$ cat src/rtl/tile_claim_pkg.sv
package tile_claim_pkg;
  typedef enum logic [2:0] {
    ST_FREE,
    ST_FORWARDING,
    ST_WAIT_CONFIRM,
    ST_CLAIMED,
    ST_RELEASING,
    ST_WAIT_RELEASE_ACK
  } claim_state_t;

  localparam int NDIR = 4;
  localparam int PORT_W = 3;
  localparam logic [PORT_W-1:0] PORT_LOCAL = 3'd4;
endpackage

$ cat src/rtl/tile_prio_pick.sv
module tile_prio_pick #(
  parameter int N = 4,
  parameter int IW = $clog2(N)
) (
  input  logic [N-1:0]  req,
  output logic          hit,
  output logic [IW-1:0] idx
);
  always_comb begin
    hit = 1'b0;
    idx = '0;
    for (int i = N - 1; i >= 0; i--) begin
      if (req[i]) begin
        hit = 1'b1;
        idx = IW'(i);
      end
    end
  end
endmodule

$ cat src/rtl/tile_claim_ctrl.sv
module tile_claim_ctrl
  import tile_claim_pkg::*;
#(
  parameter int CW = 4,
  parameter bit SEED_EN = 1'b1
) (
  input  logic                     clk,
  input  logic                     rst,
  input  logic [NDIR-1:0]          busy_in,
  input  logic [NDIR-1:0]          inv_in,
  input  logic [NDIR-1:0][CW-1:0]  inv_cnt_in,
  input  logic [NDIR-1:0]          cfm_in,
  input  logic [NDIR-1:0][CW-1:0]  cfm_cnt_in,
  input  logic [NDIR-1:0]          rej_in,
  input  logic [NDIR-1:0]          rel_in,
  input  logic [NDIR-1:0]          rak_in,
  input  logic                     seed_inv,
  input  logic [CW-1:0]            seed_cnt,
  input  logic                     seed_rel,
  output logic                     busy_out,
  output logic [NDIR-1:0]          inv_out,
  output logic [CW-1:0]            inv_cnt_out,
  output logic [NDIR-1:0]          cfm_out,
  output logic [CW-1:0]            cfm_cnt_out,
  output logic [NDIR-1:0]          rej_out,
  output logic [NDIR-1:0]          rel_out,
  output logic [NDIR-1:0]          rak_out,
  output logic                     seed_cfm,
  output logic                     seed_rej,
  output logic                     seed_rak
);
  localparam int DW = $clog2(NDIR);
  localparam logic [CW-1:0] ONE = CW'(1);

  claim_state_t       state_q, state_d;
  logic [PORT_W-1:0]  parent_q, parent_d;
  logic [DW-1:0]      child_q, child_d;
  logic               has_child_q, has_child_d;
  logic [CW-1:0]      need_q, need_d;
  logic [NDIR-1:0]    tried_q, tried_d;

  logic [NDIR-1:0] inv_d, cfm_d, rej_d, rel_d, rak_d;
  logic [CW-1:0]   inv_cnt_d, cfm_cnt_d;
  logic            seed_cfm_d, seed_rej_d, seed_rak_d;

  // arrival arbitration: neighbour ports first, local seed last
  logic              seed_ok;
  logic              arr_hit;
  logic [PORT_W-1:0] arr_idx;
  logic [NDIR-1:0]   arr_mask, par_mask, excl, cand;
  logic [CW-1:0]     arr_cnt;
  logic              cand_hit;
  logic [DW-1:0]     cand_idx;

  generate
    if (SEED_EN) begin : g_seed
      assign seed_ok = seed_inv;
    end else begin : g_noseed
      assign seed_ok = 1'b0;
    end
  endgenerate

  tile_prio_pick #(.N(NDIR + 1), .IW(PORT_W)) u_arr_pick (
    .req ({seed_ok, inv_in}),
    .hit (arr_hit),
    .idx (arr_idx)
  );

  assign arr_mask = (arr_idx == PORT_LOCAL) ? '0 : (NDIR'(1) << arr_idx[DW-1:0]);
  assign par_mask = (parent_q == PORT_LOCAL) ? '0 : (NDIR'(1) << parent_q[DW-1:0]);
  assign arr_cnt  = (arr_idx == PORT_LOCAL) ? seed_cnt : inv_cnt_in[arr_idx[DW-1:0]];
  assign excl     = (state_q == ST_FREE) ? arr_mask : (par_mask | tried_q);
  assign cand     = ~busy_in & ~excl;

  tile_prio_pick #(.N(NDIR), .IW(DW)) u_fwd_pick (
    .req (cand),
    .hit (cand_hit),
    .idx (cand_idx)
  );

  logic rel_from_parent;
  logic give_cfm, give_ack;
  assign rel_from_parent = (parent_q == PORT_LOCAL) ? (SEED_EN & seed_rel)
                                                    : rel_in[parent_q[DW-1:0]];

  always_comb begin
    state_d     = state_q;
    parent_d    = parent_q;
    child_d     = child_q;
    has_child_d = has_child_q;
    need_d      = need_q;
    tried_d     = tried_q;
    inv_d       = '0;
    inv_cnt_d   = '0;
    cfm_cnt_d   = '0;
    rel_d       = '0;
    give_cfm    = 1'b0;
    give_ack    = 1'b0;
    // any arrival that is not accepted is rejected
    rej_d       = inv_in;
    seed_rej_d  = seed_ok;

    case (state_q)
      ST_FREE: begin
        if (arr_hit) begin
          rej_d      = inv_in & ~arr_mask;
          seed_rej_d = seed_ok & (arr_idx != PORT_LOCAL);
          parent_d   = arr_idx;
          tried_d    = '0;
          if (arr_cnt > ONE && cand_hit) begin
            inv_d[cand_idx] = 1'b1;
            inv_cnt_d       = arr_cnt - ONE;
            need_d          = arr_cnt - ONE;
            child_d         = cand_idx;
            tried_d         = NDIR'(1) << cand_idx;
            state_d         = ST_WAIT_CONFIRM;
          end else begin
            give_cfm    = 1'b1;
            cfm_cnt_d   = ONE;
            has_child_d = 1'b0;
            state_d     = ST_CLAIMED;
          end
        end
      end
      ST_FORWARDING: begin
        if (cand_hit) begin
          inv_d[cand_idx]   = 1'b1;
          inv_cnt_d         = need_q;
          child_d           = cand_idx;
          tried_d[cand_idx] = 1'b1;
          state_d           = ST_WAIT_CONFIRM;
        end else begin
          give_cfm    = 1'b1;
          cfm_cnt_d   = ONE;
          has_child_d = 1'b0;
          state_d     = ST_CLAIMED;
        end
      end
      ST_WAIT_CONFIRM: begin
        if (cfm_in[child_q]) begin
          give_cfm    = 1'b1;
          cfm_cnt_d   = cfm_cnt_in[child_q] + ONE;
          has_child_d = 1'b1;
          state_d     = ST_CLAIMED;
        end else if (rej_in[child_q]) begin
          state_d = ST_FORWARDING;
        end
      end
      ST_CLAIMED: begin
        if (rel_from_parent) begin
          if (has_child_q) begin
            rel_d[child_q] = 1'b1;
            state_d        = ST_RELEASING;
          end else begin
            give_ack = 1'b1;
            state_d  = ST_FREE;
          end
        end
      end
      ST_RELEASING: state_d = ST_WAIT_RELEASE_ACK;
      ST_WAIT_RELEASE_ACK: begin
        if (rak_in[child_q]) begin
          give_ack = 1'b1;
          state_d  = ST_FREE;
        end
      end
      default: state_d = ST_FREE;
    endcase

    cfm_d      = '0;
    seed_cfm_d = 1'b0;
    rak_d      = '0;
    seed_rak_d = 1'b0;
    if (give_cfm) begin
      if (parent_d == PORT_LOCAL) seed_cfm_d = 1'b1;
      else cfm_d[parent_d[DW-1:0]] = 1'b1;
    end
    if (give_ack) begin
      if (parent_q == PORT_LOCAL) seed_rak_d = 1'b1;
      else rak_d[parent_q[DW-1:0]] = 1'b1;
    end
  end

  always_ff @(posedge clk) begin
    if (rst) begin
      state_q     <= ST_FREE;
      parent_q    <= '0;
      child_q     <= '0;
      has_child_q <= 1'b0;
      need_q      <= '0;
      tried_q     <= '0;
      busy_out    <= 1'b0;
      inv_out     <= '0;
      inv_cnt_out <= '0;
      cfm_out     <= '0;
      cfm_cnt_out <= '0;
      rej_out     <= '0;
      rel_out     <= '0;
      rak_out     <= '0;
      seed_cfm    <= 1'b0;
      seed_rej    <= 1'b0;
      seed_rak    <= 1'b0;
    end else begin
      state_q     <= state_d;
      parent_q    <= parent_d;
      child_q     <= child_d;
      has_child_q <= has_child_d;
      need_q      <= need_d;
      tried_q     <= tried_d;
      busy_out    <= (state_d != ST_FREE);
      inv_out     <= inv_d;
      inv_cnt_out <= inv_cnt_d;
      cfm_out     <= cfm_d;
      cfm_cnt_out <= cfm_cnt_d;
      rej_out     <= rej_d;
      rel_out     <= rel_d;
      rak_out     <= rak_d;
      seed_cfm    <= seed_cfm_d;
      seed_rej    <= seed_rej_d;
      seed_rak    <= seed_rak_d;
    end
  end
endmodule

$ cat config.mk
export PLATFORM = sky130hd
export DESIGN_NAME = tile_claim_ctrl
export DESIGN_NICKNAME = d
export VERILOG_FILES = /design/src/rtl/tile_claim_pkg.sv /design/src/rtl/tile_prio_pick.sv /design/src/rtl/tile_claim_ctrl.sv
export SDC_FILE = /design/constraint.sdc
export NUM_CORES = 1
export LEC_CHECK = 0
export BUFFER_PORTS_ARGS = -buffer_cell sky130_fd_sc_hd__buf_2
export CAP_MARGIN = 25
export CORE_ASPECT_RATIO = 0.8
export CORE_MARGIN = 8
export CORE_UTILIZATION = 44
export DETAILED_ROUTE_END_ITERATION = 8
export PLACE_DENSITY = 0.74
export SLEW_MARGIN = 20
export SYNTH_ARGS = -nofsm -noshare
export SYNTH_HDL_FRONTEND = slang
export SYNTH_SLANG_ARGS = --single-unit
$ cat constraint.sdc
create_clock -name clk -period 3.1 [get_ports clk]
set_input_delay 0.62 -clock clk [delete_from_list [all_inputs] [get_ports clk]]
set_output_delay 0.62 -clock clk [all_outputs]
set_load 0.01 [all_outputs]
==> metrics.txt <==
HPWL after DPL 5760 um; setup repair bufs after CTS 0; ranking of synthesized cells by area dfxtp_1, mux4_2, nor2_1; Fin. Hold Viols 0; chip width 101 um; max frequency 345 MHz; CP max FO 8; diodes inserted 0; 1st-iter DRT viols 104; Vias per Instance 5.38; Leak Pwr 1.45 nW; WP data arrival 3.11 ns; total CTS buffers 5; total I/O pin count 96; final critical-path share of the clock period 0.935; Final Skew 0.0100 ns; Max Cap Viol 0; cell with the most instances after synthesis dfxtp_1; largest net degree at the start of global routing 29; post-synthesis cell count 276; layout cells sized above 1 0.384; drc violations 0; Synth Register Bits 49; fin crit period 2.90 ns; Layout area overhead 28.2%; initial antenna violation count 0; port bufs 95; Nets 446; setup TNS 0 ns; GRT Residual Overflow 0; fill count 500; Worst-Margin Slew 0.655 ns; yosys warns 0; PwrDens 558 nW/um^2; CP endpoint kind flop; Most used DFF post-synth dfxtp_1; Reg2Reg Setup Slack 0.50 ns; CP required 3.31 ns; DIE AREA 8450 sq um; total vias in the final route 2464; Clk Latency, worst-skew pair 0.30 ns; Final GP Congestion 0.862; cell accounting for the most synthesized area dfxtp_1; status finished clean; Finished Core Util 0.591; Hold-fix buffers, CTS 0; Max clock buf depth 2; DR pass1 iterations 4; Initial Utilization 0.461; mean post-synth cell area 9.18 sq um; Synth top cells by count dfxtp_1, nor2_1, nand2_1; area of the core 5500 sq um; CP startpoint kind input pin; total power 1.81 mW; htree depth 2; Post-synth EDFFs 0; clk slew on worst S/H paths 0.09 ns; first-pass GRT wire length 12200 um; die height 83.9 um; Root Buffer clkbuf_8; CTS resizes 0; ys async rst share 0; Mapped Nets 343; row count 24; mapped cell area 2530 sq um; number of global-route vias before repair 2485; clk sinks 49; Crit Path Category input pin to flop; TritonCTS clock tree built; Post-Route WL 7390 um; Slew headroom 0.559; Seq/Total Area, Yosys 0.387; drt wl/cell 16.1 um; final setup vio count 0; RSZ-0062 raised after global routing no; maximum VDD drop 0.000362 V; All-Layer GR Usage 0.177; Fin Hold WS 0.462 ns; top cell type's share of synthesized area 0.387; Distinct cells, synth 60; Hold Crit Class flop to flop; Final Max Tran Viols 0; Antenna Nets Post-Route 0
==> flip-flops by register name (all words and copies together), names as in the netlist <==
register,count
busy_out,1
rak_out,4
seed_cfm,1
need_q,4
cfm_cnt_out,4
seed_rak,1
rel_out,4
cfm_out,4
inv_out,4
parent_q,3
has_child_q,1
child_q,2
tried_q,4
inv_cnt_out,4
state_q,3
seed_rej,1
rej_out,4
==> layout by cell type (no fill, tap or decap), drive strengths merged, types with 4 or more instances in the layout <==
cell type,netlist,layout
and3,6,6
nand3,5,5
a22oi,5,5
clkbuf,9,6
a21oi,12,12
and2,7,7
mux4,8,8
o21ai,9,9
nor4,7,7
nor2,29,29
inv,6,6
buf,7,112
nand2,23,23
o31ai,4,4
nand2b,4,4
nor2b,12,12
a211oi,4,4
nor3,17,17
nor3b,5,5
o21bai,6,6
dfxtp,49,49
==> routing by layer <==
| metal | up-vias | global-route usage | wire length (um) | part of all wire |
|---|---|---|---|---|
| met5 | - | 0 | 0 | 0 |
| met4 | 0 | 0.0411 | 34 | 0.0046 |
| met3 | 4 | 0.0633 | 811 | 0.11 |
| met2 | 123 | 0.255 | 3130 | 0.42 |
| met1 | 1122 | 0.244 | 3420 | 0.46 |
| li1 | 1215 | - | - | - |
==> path summary, 6_finish.rpt <==
check / from / endpoint / cells past startpoint
max: inv_in[3] / cfm_out[0] / 12
min: need_q[1] / inv_cnt_out[1] / 2
max reg2reg: state_q[2] / state_q[0] / 7
min reg2reg: need_q[1] / inv_cnt_out[1] / 2
==> cell type report <==
cell class	instances	area, sq um	area share
well taps	78	97.6	0.0301
flip-flops and latches	49	981	0.302
clock buffers	6	82.6	0.0254
repair buffers	112	603	0.186
clock inverters	2	13.8	0.00424
inverters	6	22.5	0.00694
multi-input cells	205	1450	0.445
==> stage by stage <==
stage          worst slack [ns]  cells  area (sq um)
5_1_grt                  0.0610    458          3250
3_5_place_dp            -0.0658    450          3150
2_1_floorplan            0.0520    276          2530
6_report                  0.201    458          3250
4_1_cts                   0.228    458          3250
3_3_place_gp             0.0428    450          3150
==> logic make-up after synthesis <==
logic type / share of synthesized area
AO/OA/AOI/OAI: 0.175
flip-flops: 0.387
XOR/XNOR: 0.0138
multiplexers: 0.0919
AND/OR/NAND/NOR: 0.275
adder cells (fa/ha/maj): 0.0148
buffers and inverters: 0.0420
==> critical path, stage by stage <==
cell	delay, ns
buf_2	0.12
buf_4	0.16
nor3_2	0.32
o21a_1	0.17
o32ai_1	0.10
buf_4	0.16
inv_1	0.07
ha_1	0.15
nor2_1	0.05
or4_4	0.52
and3_1	0.32
nor4_2	0.33
==> power by group <==
part	leakage, nW	internal [mW]	switching [mW]
logic	1.00	0.296	0.373
clock network	0.0512	0.181	0.215
registers	0.400	0.700	0.0475
Note: power is estimated with default switching activity, not from simulation.
